`src/rtl/tmr_pkg.sv`:
```
package tmr_pkg;
  typedef enum logic [1:0] {
    M_13BIT   = 2'd0,
    M_16BIT   = 2'd1,
    M_RELOAD8 = 2'd2,
    M_SPLIT   = 2'd3
  } tmr_mode_e;

  typedef struct packed {
    logic      gate;
    logic      cnt_sel;
    tmr_mode_e mode;
  } tmr_cfg_t;
endpackage

```
`src/rtl/tmr_event.sv`:
```
module tmr_event (
  input  logic clk,
  input  logic rst,
  input  logic tick,
  input  logic pin,
  input  logic run,
  input  logic ext_sel,
  output logic step
);
  logic smp_now, smp_old;

  always_ff @(posedge clk) begin
    if (rst) begin
      smp_now <= 1'b0;
      smp_old <= 1'b0;
    end else if (tick) begin
      smp_old <= smp_now;
      smp_now <= pin;
    end
  end

  always_comb step = tick & run & (ext_sel ? (smp_old & ~smp_now) : 1'b1);

  // an edge yields at most one count, never two in a row
  p_edge_spacing_r3: assert property (@(posedge clk) disable iff (rst)
    (ext_sel && step) |=> !(ext_sel && step));
endmodule

```
`src/rtl/tmr_count_unit.sv`:
```
module tmr_count_unit
  import tmr_pkg::*;
#(
  parameter int BW   = 8,
  parameter int LO13 = 5
) (
  input  logic          clk,
  input  logic          rst,
  input  tmr_mode_e     mode,
  input  logic          inc_lo,
  input  logic          inc_hi,
  input  logic          wr_lo,
  input  logic          wr_hi,
  input  logic [BW-1:0] wdata,
  output logic [BW-1:0] tl,
  output logic [BW-1:0] th,
  output logic          ovf_lo,
  output logic          ovf_hi
);
  localparam int W13 = BW + LO13;
  localparam int W16 = 2 * BW;
  localparam logic [BW-1:0]  ONE8  = 1;
  localparam logic [W13-1:0] ONE13 = 1;
  localparam logic [W16-1:0] ONE16 = 1;

  logic [BW-1:0]  tl_d, th_d;
  logic [W13-1:0] short_q;
  logic           blk;

  assign short_q = {th, tl[LO13-1:0]};
  assign blk     = wr_lo | wr_hi;

  always_comb begin
    tl_d   = tl;
    th_d   = th;
    ovf_lo = 1'b0;
    ovf_hi = 1'b0;
    case (mode)
      M_13BIT: if (inc_lo && !blk) begin
        ovf_lo = &short_q;
        {th_d, tl_d[LO13-1:0]} = short_q + ONE13;
      end
      M_16BIT: if (inc_lo && !blk) begin
        ovf_lo = &{th, tl};
        {th_d, tl_d} = {th, tl} + ONE16;
      end
      M_RELOAD8: if (inc_lo && !blk) begin
        if (&tl) begin
          tl_d   = th;
          ovf_lo = 1'b1;
        end else begin
          tl_d = tl + ONE8;
        end
      end
      default: begin
        if (inc_lo && !wr_lo) begin
          ovf_lo = &tl;
          tl_d   = tl + ONE8;
        end
        if (inc_hi && !wr_hi) begin
          ovf_hi = &th;
          th_d   = th + ONE8;
        end
      end
    endcase
    if (wr_lo) tl_d = wdata;
    if (wr_hi) th_d = wdata;
  end

  always_ff @(posedge clk) begin
    if (rst) begin
      tl <= '0;
      th <= '0;
    end else begin
      tl <= tl_d;
      th <= th_d;
    end
  end

  // no step and no write leaves both bytes alone
  p_idle_hold_r2: assert property (@(posedge clk) disable iff (rst)
    (!inc_lo && !inc_hi && !wr_lo && !wr_hi) |=> (tl == $past(tl) && th == $past(th)));
  // the top bits of the low byte stay out of the 13-bit count
  p_m0_top_bits_r5: assert property (@(posedge clk) disable iff (rst)
    (mode == M_13BIT && !wr_lo) |=> tl[BW-1:LO13] == $past(tl[BW-1:LO13]));
  // the reload source is never changed by counting
  p_reload_src_r7: assert property (@(posedge clk) disable iff (rst)
    (mode == M_RELOAD8 && !wr_hi) |=> th == $past(th));
  // a 16-bit overflow leaves zero behind
  p_wrap_zero_r6: assert property (@(posedge clk) disable iff (rst)
    (ovf_lo && mode == M_16BIT) |=> (tl == '0 && th == '0));
endmodule

```
`src/rtl/dual_timer_counter.sv`:
```
module dual_timer_counter
  import tmr_pkg::*;
#(
  parameter int BW   = 8,
  parameter int LO13 = 5
) (
  input  logic          clk,
  input  logic          rst,
  input  logic          tick,
  input  logic [1:0]    cnt_pin,
  input  logic [1:0]    gate_pin,
  input  logic          cfg_we,
  input  logic [7:0]    cfg_wdata,
  input  logic          ctl_we,
  input  logic [7:0]    ctl_wdata,
  input  logic          cnt_we,
  input  logic [1:0]    cnt_sel,
  input  logic [BW-1:0] cnt_wdata,
  input  logic [1:0]    irq_ack,
  output logic [BW-1:0] tl0,
  output logic [BW-1:0] th0,
  output logic [BW-1:0] tl1,
  output logic [BW-1:0] th1,
  output logic [1:0]    ovf_flag,
  output logic          t1_ovf_pulse
);
  localparam int NCH = 2;

  tmr_cfg_t      cfg [NCH];
  logic [NCH-1:0] tr, run, step, inc_lo, inc_hi, ovf_lo, ovf_hi, set_flag;
  logic [BW-1:0] tl_w [NCH];
  logic [BW-1:0] th_w [NCH];
  logic          split;

  always_ff @(posedge clk) begin
    if (rst) begin
      cfg[0] <= '0;
      cfg[1] <= '0;
      tr     <= '0;
    end else begin
      if (cfg_we) begin
        cfg[0] <= tmr_cfg_t'(cfg_wdata[3:0]);
        cfg[1] <= tmr_cfg_t'(cfg_wdata[7:4]);
      end
      if (ctl_we) tr <= {ctl_wdata[6], ctl_wdata[4]};
    end
  end

  assign split = (cfg[0].mode == M_SPLIT);

  always_comb begin
    run[0]   = tr[0] & (~cfg[0].gate | gate_pin[0]);
    run[1]   = (split ? 1'b1 : tr[1]) & (~cfg[1].gate | gate_pin[1]);
    inc_lo[0] = step[0];
    inc_hi[0] = tick & tr[1] & split;
    inc_lo[1] = step[1] & (cfg[1].mode != M_SPLIT);
    inc_hi[1] = 1'b0;
    set_flag[0] = ovf_lo[0];
    set_flag[1] = split ? ovf_hi[0] : (ovf_lo[1] | ovf_hi[1]);
  end

  for (genvar g = 0; g < NCH; g++) begin : g_ch
    localparam logic [1:0] LO_SEL = 2'(2 * g);
    localparam logic [1:0] HI_SEL = 2'(2 * g + 1);

    tmr_event u_ev (
      .clk(clk), .rst(rst), .tick(tick), .pin(cnt_pin[g]),
      .run(run[g]), .ext_sel(cfg[g].cnt_sel), .step(step[g])
    );

    tmr_count_unit #(.BW(BW), .LO13(LO13)) u_cnt (
      .clk(clk), .rst(rst), .mode(cfg[g].mode),
      .inc_lo(inc_lo[g]), .inc_hi(inc_hi[g]),
      .wr_lo(cnt_we && cnt_sel == LO_SEL),
      .wr_hi(cnt_we && cnt_sel == HI_SEL),
      .wdata(cnt_wdata), .tl(tl_w[g]), .th(th_w[g]),
      .ovf_lo(ovf_lo[g]), .ovf_hi(ovf_hi[g])
    );
  end

  assign tl0 = tl_w[0];
  assign th0 = th_w[0];
  assign tl1 = tl_w[1];
  assign th1 = th_w[1];

  always_ff @(posedge clk) begin
    if (rst) begin
      ovf_flag     <= '0;
      t1_ovf_pulse <= 1'b0;
    end else begin
      for (int i = 0; i < NCH; i++) begin
        if (set_flag[i])      ovf_flag[i] <= 1'b1;
        else if (irq_ack[i])  ovf_flag[i] <= 1'b0;
        else if (ctl_we)      ovf_flag[i] <= ctl_wdata[5 + 2 * i];
      end
      t1_ovf_pulse <= ovf_lo[1];
    end
  end

  // an acknowledge with no new overflow clears the flag
  p_ack_clears_r9: assert property (@(posedge clk) disable iff (rst)
    (irq_ack[0] && !ovf_lo[0]) |=> !ovf_flag[0]);
  // an overflow always leaves the flag set
  p_set_wins_r9: assert property (@(posedge clk) disable iff (rst)
    ovf_lo[0] |=> ovf_flag[0]);
  // channel 1 in the split shape keeps its count
  p_t1_hold_r8: assert property (@(posedge clk) disable iff (rst)
    (cfg[1].mode == M_SPLIT && !(cnt_we && cnt_sel[1])) |=> ($stable(tl1) && $stable(th1)));
  // outside the split shape a channel 1 strobe comes with flag 1
  p_pulse_flag_r10: assert property (@(posedge clk) disable iff (rst)
    (t1_ovf_pulse && !$past(split)) |-> ovf_flag[1]);
  // channel 0 with its run bit clear does not move
  p_stopped_r4: assert property (@(posedge clk) disable iff (rst)
    (!tr[0] && !split && !(cnt_we && !cnt_sel[1])) |=> ($stable(tl0) && $stable(th0)));
endmodule

```
`config.mk`:
```
export PLATFORM = sky130hd
export DESIGN_NAME = dual_timer_counter
export DESIGN_NICKNAME = d
export VERILOG_FILES = /design/src/rtl/tmr_pkg.sv /design/src/rtl/tmr_event.sv /design/src/rtl/tmr_count_unit.sv /design/src/rtl/dual_timer_counter.sv
export SDC_FILE = /design/constraint.sdc
export NUM_CORES = 1
export LEC_CHECK = 0
export ABC_CLOCK_PERIOD_IN_PS = 5500
export BUFFER_PORTS_ARGS = -buffer_cell sky130_fd_sc_hd__buf_2
export CAP_MARGIN = 20
export CORE_MARGIN = 4
export CORE_UTILIZATION = 50
export DETAILED_ROUTE_END_ITERATION = 8
export PLACE_DENSITY = 0.74
export SLEW_MARGIN = 20
export SYNTH_ARGS = -nofsm -noshare
export SYNTH_HDL_FRONTEND = slang
export SYNTH_SLANG_ARGS = --single-unit
```
`constraint.sdc`:
```
create_clock -name clk -period 5.5 [get_ports clk]
set_input_delay 0.825 -clock clk [delete_from_list [all_inputs] [get_ports clk]]
set_output_delay 0.825 -clock clk [all_outputs]
set_load 0.1 [all_outputs]
```
# Yosys cells after proc, flatten, opt, wreduce, memory -nomap -nowiden
# Memory sizes are Yosys's and may differ from the RTL's.
# Index checks and enable logic that the tools add are counted.
# Widths: inputs -> output; s select.
[totals] ramBits=8 wordCells=160 memories=1 out_inout_bits=35 rom_bits=0 latchBits=0 input_bits=38 ff_bits=41
[op_classes] addsub=7 magnitude_cmp=0 muxes=56 n_reduce_logical=39 n_shift=0 n_bitwise=21 n_div=0 eq_ne=22 multipliers=0
[mem_list] name="cfg" depth=2 word_bits=4 read_ports=2 rd_ports_with_merged_regs=0 write_ports=2 line="dual_timer_counter.sv:29" text="tmr_cfg_t cfg [NCH];"
[op_table] cell="$mux 8" n=17
[op_table] cell="$add 16x1->16 const B" n=2
[op_table] cell="$reduce_and 16->1" n=2
[op_table] cell="$ne 3x1->1 const B" n=10
[op_table] cell="$pmux 5 s3" n=2
[op_table] cell="$mux 1" n=27
[op_table] cell="$add 13x1->13 const B" n=2
[op_table] cell="$reduce_and 13->1" n=2
[op_table] cell="$add 8x1->8 const B" n=3
[op_table] cell="$pmux 8 s3" n=1
[op_table] cell="$reduce_and 8->1" n=3
[op_table] cell="$reduce_and 4->1" n=5
[op_table] cell="$pmux 3 s3" n=2
[op_table] cell="$pmux 8 s2" n=1
[op_table] cell="$reduce_bool 4->1" n=3
[op_table] cell="$and 1x1->1" n=11
[op_table] cell="$eq 2x2->1 const B" n=5
[op_table] cell="$mux 5" n=2
[op_table] cell="$reduce_bool 5->1" n=2
[op_table] cell="$logic_and 1x1->1" n=9
[op_table] cell="$reduce_bool 3->1" n=3
[op_table] cell="$mux 4" n=2
[op_table] cell="$eq 2x1->1 const B" n=3
[op_table] cell="$logic_not 2->1" n=3
[op_table] cell="other kinds (8)" n=23

# Depth between registers and ports, before layout
# Gate-level depths: netlist of run 1.
# An unclocked memory read counts as a cell.
[depth] word_depth=12 mapped_depth=9 ltp_nobuf=8

# By module
# A second synthesis of run 1 with hierarchy kept.
[unflattened] hier_cells=522 hier_area_um2=4047.6
[by_module_without_submodules] mod="tmr_count_unit at g_ch[1].u_cnt" cells_each=224 n_inst=1 seq_area_each_um2=320.3 area_each_um2=1671.6
[by_module_without_submodules] mod="tmr_count_unit at g_ch[0].u_cnt" cells_each=228 n_inst=1 seq_area_each_um2=320.3 area_each_um2=1634.1
[by_module_without_submodules] mod="dual_timer_counter" cells_each=52 n_inst=1 seq_area_each_um2=340.3 area_each_um2=576.8
[by_module_without_submodules] mod="tmr_event" cells_each=9 n_inst=2 seq_area_each_um2=40.0 area_each_um2=82.6

# Worst setup path before layout of run 1
# OpenSTA, ideal clock, no wires.
[synth_path] path_type="flip-flop to flip-flop" startpoint="reg g_ch[0].u_cnt.tl[0]" endpoint="reg g_ch[0].u_cnt.tl[1]" arrival_time_ps=2632 n_path_buf=1 synth_period_minus_slack_ps=2752 setup_time_ps=120 t_required_ps=5380 slack_ps=2748 stages_incl_launch_ff=9 path_cell_list="dfxtp_1 -> ha_1 -> and4_1 -> buf_6 -> nand2_4 -> a2111o_1 -> a221oi_1 -> or3_1 -> a21oi_1"
[synth_via] elab_chain_cells=5 elab_cells_between_ends=11 classes_between="add/sub (3); mux (7); reduce/logical (1)"
[synth_rtl] element="start, declared" line="tmr_count_unit.sv:15" text="output logic [BW-1:0] tl,"
[synth_rtl] element="start signal, assigned" line="tmr_count_unit.sv:75" text="tl <= tl_d;"
[synth_rtl] element="$add 8x1->8 or $reduce_and 8->1 (tied branches)" line="tmr_count_unit.sv:52, tmr_count_unit.sv:58, tmr_count_unit.sv:48"
[synth_rtl] element="$mux 8" line="tmr_count_unit.sv:48" text="if (&tl) begin"
[synth_rtl] element="$mux 8" line="tmr_count_unit.sv:47" text="M_RELOAD8: if (inc_lo && !blk) begin"
[synth_rtl] element="$pmux 5 s3 *" line="tmr_count_unit.sv:38" text="case (mode)"
[synth_rtl] element="$mux 8 *" line="tmr_count_unit.sv:66" text="if (wr_lo) tl_d = wdata;"
# Mark *: on every way between the ends. The rest lies on a longest branch, timed or not. The select of a mux whose other input is x is not followed.
# A chain may end at the register's enable or synchronous reset.

# Final worst setup path of run 1
[layout_path] startpoint="in cnt_sel[1]" endpoint="reg g_ch[0].u_cnt.tl[6]"
[layout_via] elab_chain_cells=7 elab_cells_between_ends=15 classes_between="eq/ne (4); mux (1); bitwise (1); reduce/logical (9)"
[layout_rtl] element="start, declared" line="dual_timer_counter.sv:17" text="input logic [1:0] cnt_sel,"
[layout_rtl] element="$eq 2x1->1 or $logic_not 2->1 (tied branches)" line="dual_timer_counter.sv:75, dual_timer_counter.sv:74"
[layout_rtl] element="$logic_and 1x1->1, on equally long branches" line="dual_timer_counter.sv:75, dual_timer_counter.sv:74"
[layout_rtl] element="$or 1x1->1" line="tmr_count_unit.sv:31" text="assign blk = wr_lo | wr_hi;"
[layout_rtl] element="$logic_not 1->1" line="tmr_count_unit.sv:43, tmr_count_unit.sv:47"
[layout_rtl] element="$logic_and 1x1->1" line="tmr_count_unit.sv:43, tmr_count_unit.sv:47"
[layout_rtl] element="$ne 3x1->1 (no line)"
[layout_rtl] element="$reduce_and 4->1 (no line)"
# Parallel ways exist; a longest one is shown, timed or not.

==> impl_metrics.toml, run 1 <==
[final_layout]
finalInstanceArea_um2 = 3850
final_nets = 526
n_fill_cell = 628
finish.utilization = 0.589
layout_common_cells = "buf_2 (68), dfxtp_1 (41), nor2_1 (38)"
final_common_cell = "buf_2"
instances_no_fill = 552
drive_gt1_frac = 0.192
area_growth_pct = 11.9
antenna_cells = 0

[floorplanning]
io_pins = 73
rows = 29
core_um2 = 6530
start_util = 0.527
dieWidth_um = 90.9
die_h_um = 90.9
die_area_um2 = 8270

[yosys]
yosysTopAreaCell = "dfxtp_1"
netlist_area_um2 = 3440
synth_nets = 471
synth_top_area_frac = 0.239
synth_cell_type_count = 64
synth_cells = 419
ys_seq_area_frac = 0.308
synth_ff_type = "dfxtp_1"
synthTopCellsByArea = "dfxtp_1 (24%), edfxtp_1 (7.0%), ha_1 (5.1%)"
synth-warning-count = 0
ys_ff_latch = 49
async_reset_ff_frac = 0
synth-edff-count = 8
synth.avg_cell_area_um2 = 8.21

[critical_path]
crit_type = "in2reg"
start_kind = "input port"
critPathLaunch = "cnt_sel[1]"
cp-end-kind = "register"
crit_required_ns = 5.67
cp_max_fo = 11
worstPathArrival_ns = 2.77
r2r_start = "cfg[0][0]$_SDFFCE_PN0P_"

[clock_network]
htreeDepth = 2
cts.sinks = 49
clkLatencyLatePin_ns = 0.31
clockBufferDepth = 2
hold_buffers = 0
cts_setup_buffers = 0
cts_tree = "done"
clkTransAtPathRegs_ns = 0.10
numCtsBuffers = 5
root_buffer = "clkbuf_8"
ctsResizeCount = 0

[min_path]
hold_start = "g_ch[1].u_ev.smp_old$_SDFFE_PP0P_"
hold_path_class = "reg2reg"

[global_route]
grt_start_max_net_pins = 31
grt_remaining_overflow = 0
gr-usage-all-layers = 0.239
antenna_found_initial = 0
grt_pass1_wl_um = 16300
grt_pass1_vias = 3278

[run]
drv_cap = 0

[routing]
drc_errors = 0
wl_met3_um = 976
top_layer = "met4"
wl_um = 9990
wl_per_cell_um = 18.1
wl_met2_um = 4360
antenna_left = 0
viasPerCell = 6.42
met1_length_um = 4480
initialDrtViolationCount = 433
dr_total_vias = 3542
first_pass_iters = 5

[pwr]
powerDensity_nw_per_um2 = 242
vdd_drop_max_v = 0.000129
power.leakage_nw = 1.56

[timing]
clock.fmax_ghz = 0.384
hold_violations = 0
maxSlewViolCount = 0
skew_ns = 0.0114
period_needed_ns = 2.60
tightest_slew_ns = 0.801
rsz0062_at_grt = "no"
setup_viol = 0
max_slew_margin = 0.464
finalCritPeriodShare = 0.474
worst_slack_ns = 2.90
setup_tns_ns = 0

[place]
port_buffers = 68
pre_cts_slack_ns = 2.62
place_congestion = 0.957
hpwl_um = 7350
dp_cells = 544
place_area_um2 = 3740

[status]
status = "finished clean"
## final timing paths
path,end,cells after the start,slack (ns)
worst max-delay path,g_ch[0].u_cnt.tl[6]$_SDFFE_PP0P_,7,2.90
worst min-delay path,g_ch[1].u_ev.smp_old$_SDFFE_PP0P_,2,0.51
worst max register to register,g_ch[0].u_cnt.th[4]$_SDFFE_PP0P_,7,2.97
worst min register to register,g_ch[1].u_ev.smp_old$_SDFFE_PP0P_,2,0.51
## metrics by stage
stage	hold slack, ns	power (mW)
2_1_floorplan	0.452	0.625
3_3_place_gp	0.466	0.678
3_5_place_dp	0.478	0.683
4_1_cts	0.501	0.930
5_1_grt	0.543	0.970
6_report	0.506	0.929
## cell usage after synthesis, drive strengths merged (2+ instances only)
| cell type | count |
|---|---|
| a21oi | 29 |
| o2111ai | 3 |
| nor2 | 39 |
| a31oi | 4 |
| edfxtp | 8 |
| xnor2 | 8 |
| a221oi | 9 |
| a22oi | 6 |
| nor3 | 12 |
| clkbuf | 14 |
| o211ai | 7 |
| o21ai | 33 |
| nor2b | 5 |
| nand4 | 6 |
| ha | 14 |
| nor4 | 6 |
| inv | 15 |
| xor2 | 14 |
| o21a | 2 |
| mux2i | 9 |
| and4 | 3 |
| nand3 | 23 |
| o32ai | 3 |
| a31o | 2 |
| buf | 6 |
| a2111oi | 3 |
| or3 | 9 |
| and3 | 7 |
| o41ai | 2 |
| a211oi | 5 |
| nand3b | 4 |
| nand2b | 8 |
| o22ai | 3 |
| dfxtp | 41 |
| and2 | 10 |
| nand2 | 32 |
## cells by family (layout without fill, tap and decap cells)
group,after synthesis,count (layout),synth area share
buffers and inverters,35,91,0.0564
AOI/OAI and AO/OA,123,123,0.252
and+or+nand+nor,167,167,0.250
adders and majority gates,14,14,0.0509
xor gates and xnor gates,22,22,0.0560
muxes,9,9,0.0262
DFF,49,49,0.308
## registers in the layout (all words and copies together) (netlist names)
register           count
g_ch.u_ev.smp_now      2
g_ch.u_cnt.tl         16
t1_ovf_pulse           1
g_ch.u_cnt.th         16
tr                     2
cfg                    8
g_ch.u_ev.smp_old      2
ovf_flag               2
## layout make-up
class | instances | area (µm²) | area share
Clock buffer | 6 | 93.8 | 0.0244
Clock inverter | 2 | 15.0 | 0.00390
Inverter | 15 | 56.3 | 0.0146
Multi-Input combinational cell | 335 | 2180 | 0.568
Sequential cell | 49 | 1060 | 0.276
Tap cell | 77 | 96.3 | 0.0250
Timing Repair Buffer | 68 | 340 | 0.0885
## worst max-delay path: stages
cell	delay, ns
buf_2	0.12
nand2b_2	0.24
nor2_1	0.64
nor3_1	0.11
nor3_1	0.57
nand3b_1	0.20
a21oi_1	0.07
## per-layer routing
| layer | GRT usage | vias to the layer above |
|---|---|---|
| li1 | - | 1667 |
| met1 | 0.342 | 1664 |
| met2 | 0.372 | 190 |
| met3 | 0.0455 | 21 |
| met4 | 0.0616 | 0 |
| met5 | 0 | - |
## report_power, final
part	leakage, nW	switching [mW]	internal, mW
clock	0.0569	0.132	0.118
sequential	0.420	0.0286	0.385
combinational	1.08	0.196	0.0697
total	1.56	0.356	0.573
Power figures use the tool's default switching activity.
==> run 2: changes to the inputs <==
- ABC_CLOCK_PERIOD_IN_PS: 5500 -> 2500
- clock period: 5.5 -> 2.5 ns (I/O delays scaled with it)
==> run 2 against run 1 <==
- register-to-register slack got worse by 2.8 ns
- die area unchanged
- count of clock-buffer cells in the layout is 1 lower
- setup slack worse by 2.7 ns
- clock skew down 0.0047 ns
- wire length shrank 3.6%
- clock power is 130% higher
- sequential power up 120%
==> impl_metrics.toml, run 2 (synthesized netlist as in run 1, its figures left out) <==
[status]
status = "finished clean"

[clock_network]
cts_tree = "done"
cts.sinks = 49
htreeDepth = 2
root_buffer = "clkbuf_8"
cts_setup_buffers = 0
clockBufferDepth = 2
numCtsBuffers = 5
clkTransAtPathRegs_ns = 0.10
clkLatencyLatePin_ns = 0.30

[global_route]
grt_start_max_net_pins = 19
gr-usage-all-layers = 0.224
antenna_found_initial = 0
grt_remaining_overflow = 0
grt_pass1_vias = 3284
grt_pass1_wl_um = 15600

[routing]
wl_um = 9630
top_layer = "met4"
antenna_left = 0
initialDrtViolationCount = 218
first_pass_iters = 5
drc_errors = 0
wl_met3_um = 604
wl_per_cell_um = 17.1
met1_length_um = 4130
viasPerCell = 6.14
wl_met2_um = 4690
dr_total_vias = 3450

[critical_path]
cp-end-kind = "register"
critPathLaunch = "cfg[0][4]$_SDFFCE_PN0P_"
r2r-end = "g_ch[1].u_cnt.tl[2]$_SDFFE_PP0P_"
r2r_slack_ns = 0.18
cp_max_fo = 7
endpoint = "g_ch[1].u_cnt.tl[2]$_SDFFE_PP0P_"
critPathMaxStageDelay_ns = 0.46
crit_path_top_delay_cell = "edfxtp_1"
path_cells = "ha_1 > nand2b_1 > a2111oi_4 > nand2_1 > a211o_1 > a21oi_1 > a221o_1"
worstPathArrival_ns = 2.57
crit_type = "reg2reg"
worst-r2r-cell-count = 7
r2r_start = "cfg[0][4]$_SDFFCE_PN0P_"
crit_cells = 7
start_kind = "register"
critical-path-top-delay-family = "compound AO/OA/AOI/OAI gates"
crit_required_ns = 2.75
cp.buffers_inverters = 0

[place]
dp_cells = 554
hpwl_um = 7310
place_congestion = 0.936
port_buffers = 68

[final_layout]
reg_top3 = "g_ch.u_cnt.th: 16 flops, g_ch.u_cnt.tl: 16 flops, cfg: 8 flops"
final_common_cell = "buf_2"
drive_gt1_frac = 0.223
antenna_cells = 0
final_nets = 536
n_fill_cell = 623
area_growth_pct = 14.4
layout_common_cells = "buf_2 (68), nor2_1 (38), dfxtp_1 (33)"
instances_no_fill = 562

[pwr]
vdd_drop_max_v = 0.000265
p_clk_frac = 0.277
internal_power_mw = 1.31
seq_power_share = 0.437
swShare = 0.371
power.leakage_nw = 1.61
combPwrFrac = 0.286
powerDensity_nw_per_um2 = 529
p_switching_mw = 0.772

[timing]
skew_ns = 0.00670
setup_tns_ns = 0
hold_violations = 0
fin_hold_ws_ns = 0.305
tightest_slew_ns = 0.623
finalCritPeriodShare = 0.929
max_slew_margin = 0.583
maxSlewViolCount = 0
period_needed_ns = 2.32
clock.fmax_ghz = 0.431
setup_viol = 0
rsz0062_at_grt = "no"

[floorplanning]
dieWidth_um = 90.9
io_pins = 73
die_h_um = 90.9
core_um2 = 6530
start_util = 0.527
rows = 29
die_area_um2 = 8270

[run]
drv_cap = 0

[min_path]
hold_path_class = "in2reg"
## run 2: cell types whose count changed in the layout (fill, tap and decap cells not counted), sizes merged
cell      previous run  this run
inv                 16        15
buf                 68        78
bufinv               0         1
clkbuf               6         5
clkinvlp             0         1
## run 2: power by group through the flow
stage	combinational, mW	clock [mW]	sequential [mW]
after floorplan	0.260	0	1.12
after global placement	0.582	0	0.923
after detailed placement	0.588	0	0.925
after CTS	0.591	0.592	0.907
after global routing	0.634	0.627	0.917
final	0.596	0.576	0.908
## run 2: area by class of cell
type | count | area (µm²) | share of cell area
tap | 77 | 96.3 | 0.0245
clock buffer | 5 | 68.8 | 0.0175
inverter | 15 | 56.3 | 0.0143
sequential | 49 | 1070 | 0.272
clock inverter | 3 | 41.3 | 0.0105
timing repair buffer | 78 | 415 | 0.106
multi-input combinational | 335 | 2190 | 0.555
## run 2: worst min-delay path by stage
| stage | start | end | slack, ns | cells past startpoint |
|---|---|---|---|---|
| 5_1_grt | ctl_wdata[4] | tr[0]$_SDFFE_PP0P_ | 0.31 | 3 |
| 6_report | cnt_pin[0] | g_ch[0].u_ev.smp_now$_SDFFE_PP0P_ | 0.31 | 3 |
| 3_3_place_gp | g_ch[0].u_cnt.tl[1]$_SDFFE_PP0P_ | g_ch[0].u_cnt.tl[1]$_SDFFE_PP0P_ | 0.47 | 2 |
| 2_1_floorplan | tr[0]$_SDFFE_PP0P_ | tr[0]$_SDFFE_PP0P_ | 0.45 | 2 |
| 4_1_cts | cnt_pin[0] | g_ch[0].u_ev.smp_now$_SDFFE_PP0P_ | 0.30 | 3 |
| 3_5_place_dp | g_ch[0].u_cnt.tl[1]$_SDFFE_PP0P_ | g_ch[0].u_cnt.tl[1]$_SDFFE_PP0P_ | 0.48 | 2 |
## run 2: what timing repair did
item | CTS | global route
endpoints found under the setup margin | 0 | 1
resized for setup | 0 | 1
hold buffers | 0 | 0
endpoints found under the hold margin | 0 | 0
## run 2: worst min-delay path, cell delays in order
cell and delay (ns):
buf_2 0.07, mux2i_1 0.05, nor2_1 0.07
## run 2: per-layer routing
layer | global-route usage | up-vias
li1 | - | 1690
met1 | 0.283 | 1592
met2 | 0.381 | 146
met3 | 0.0364 | 22
met4 | 0.0905 | 0
met5 | 0 | -
## run 2: metrics by stage
stage                     worst slack [ns]  total power, mW  utilization  cell area (µm²)
final                                0.179             2.08        0.602             3940
after global routing                0.0339             2.18        0.602             3940
after CTS                            0.183             2.09        0.602             3930
after detailed placement             0.195             1.51        0.585             3820
after global placement               0.301             1.50        0.585             3820
after floorplan                    0.00742             1.38            -             3450
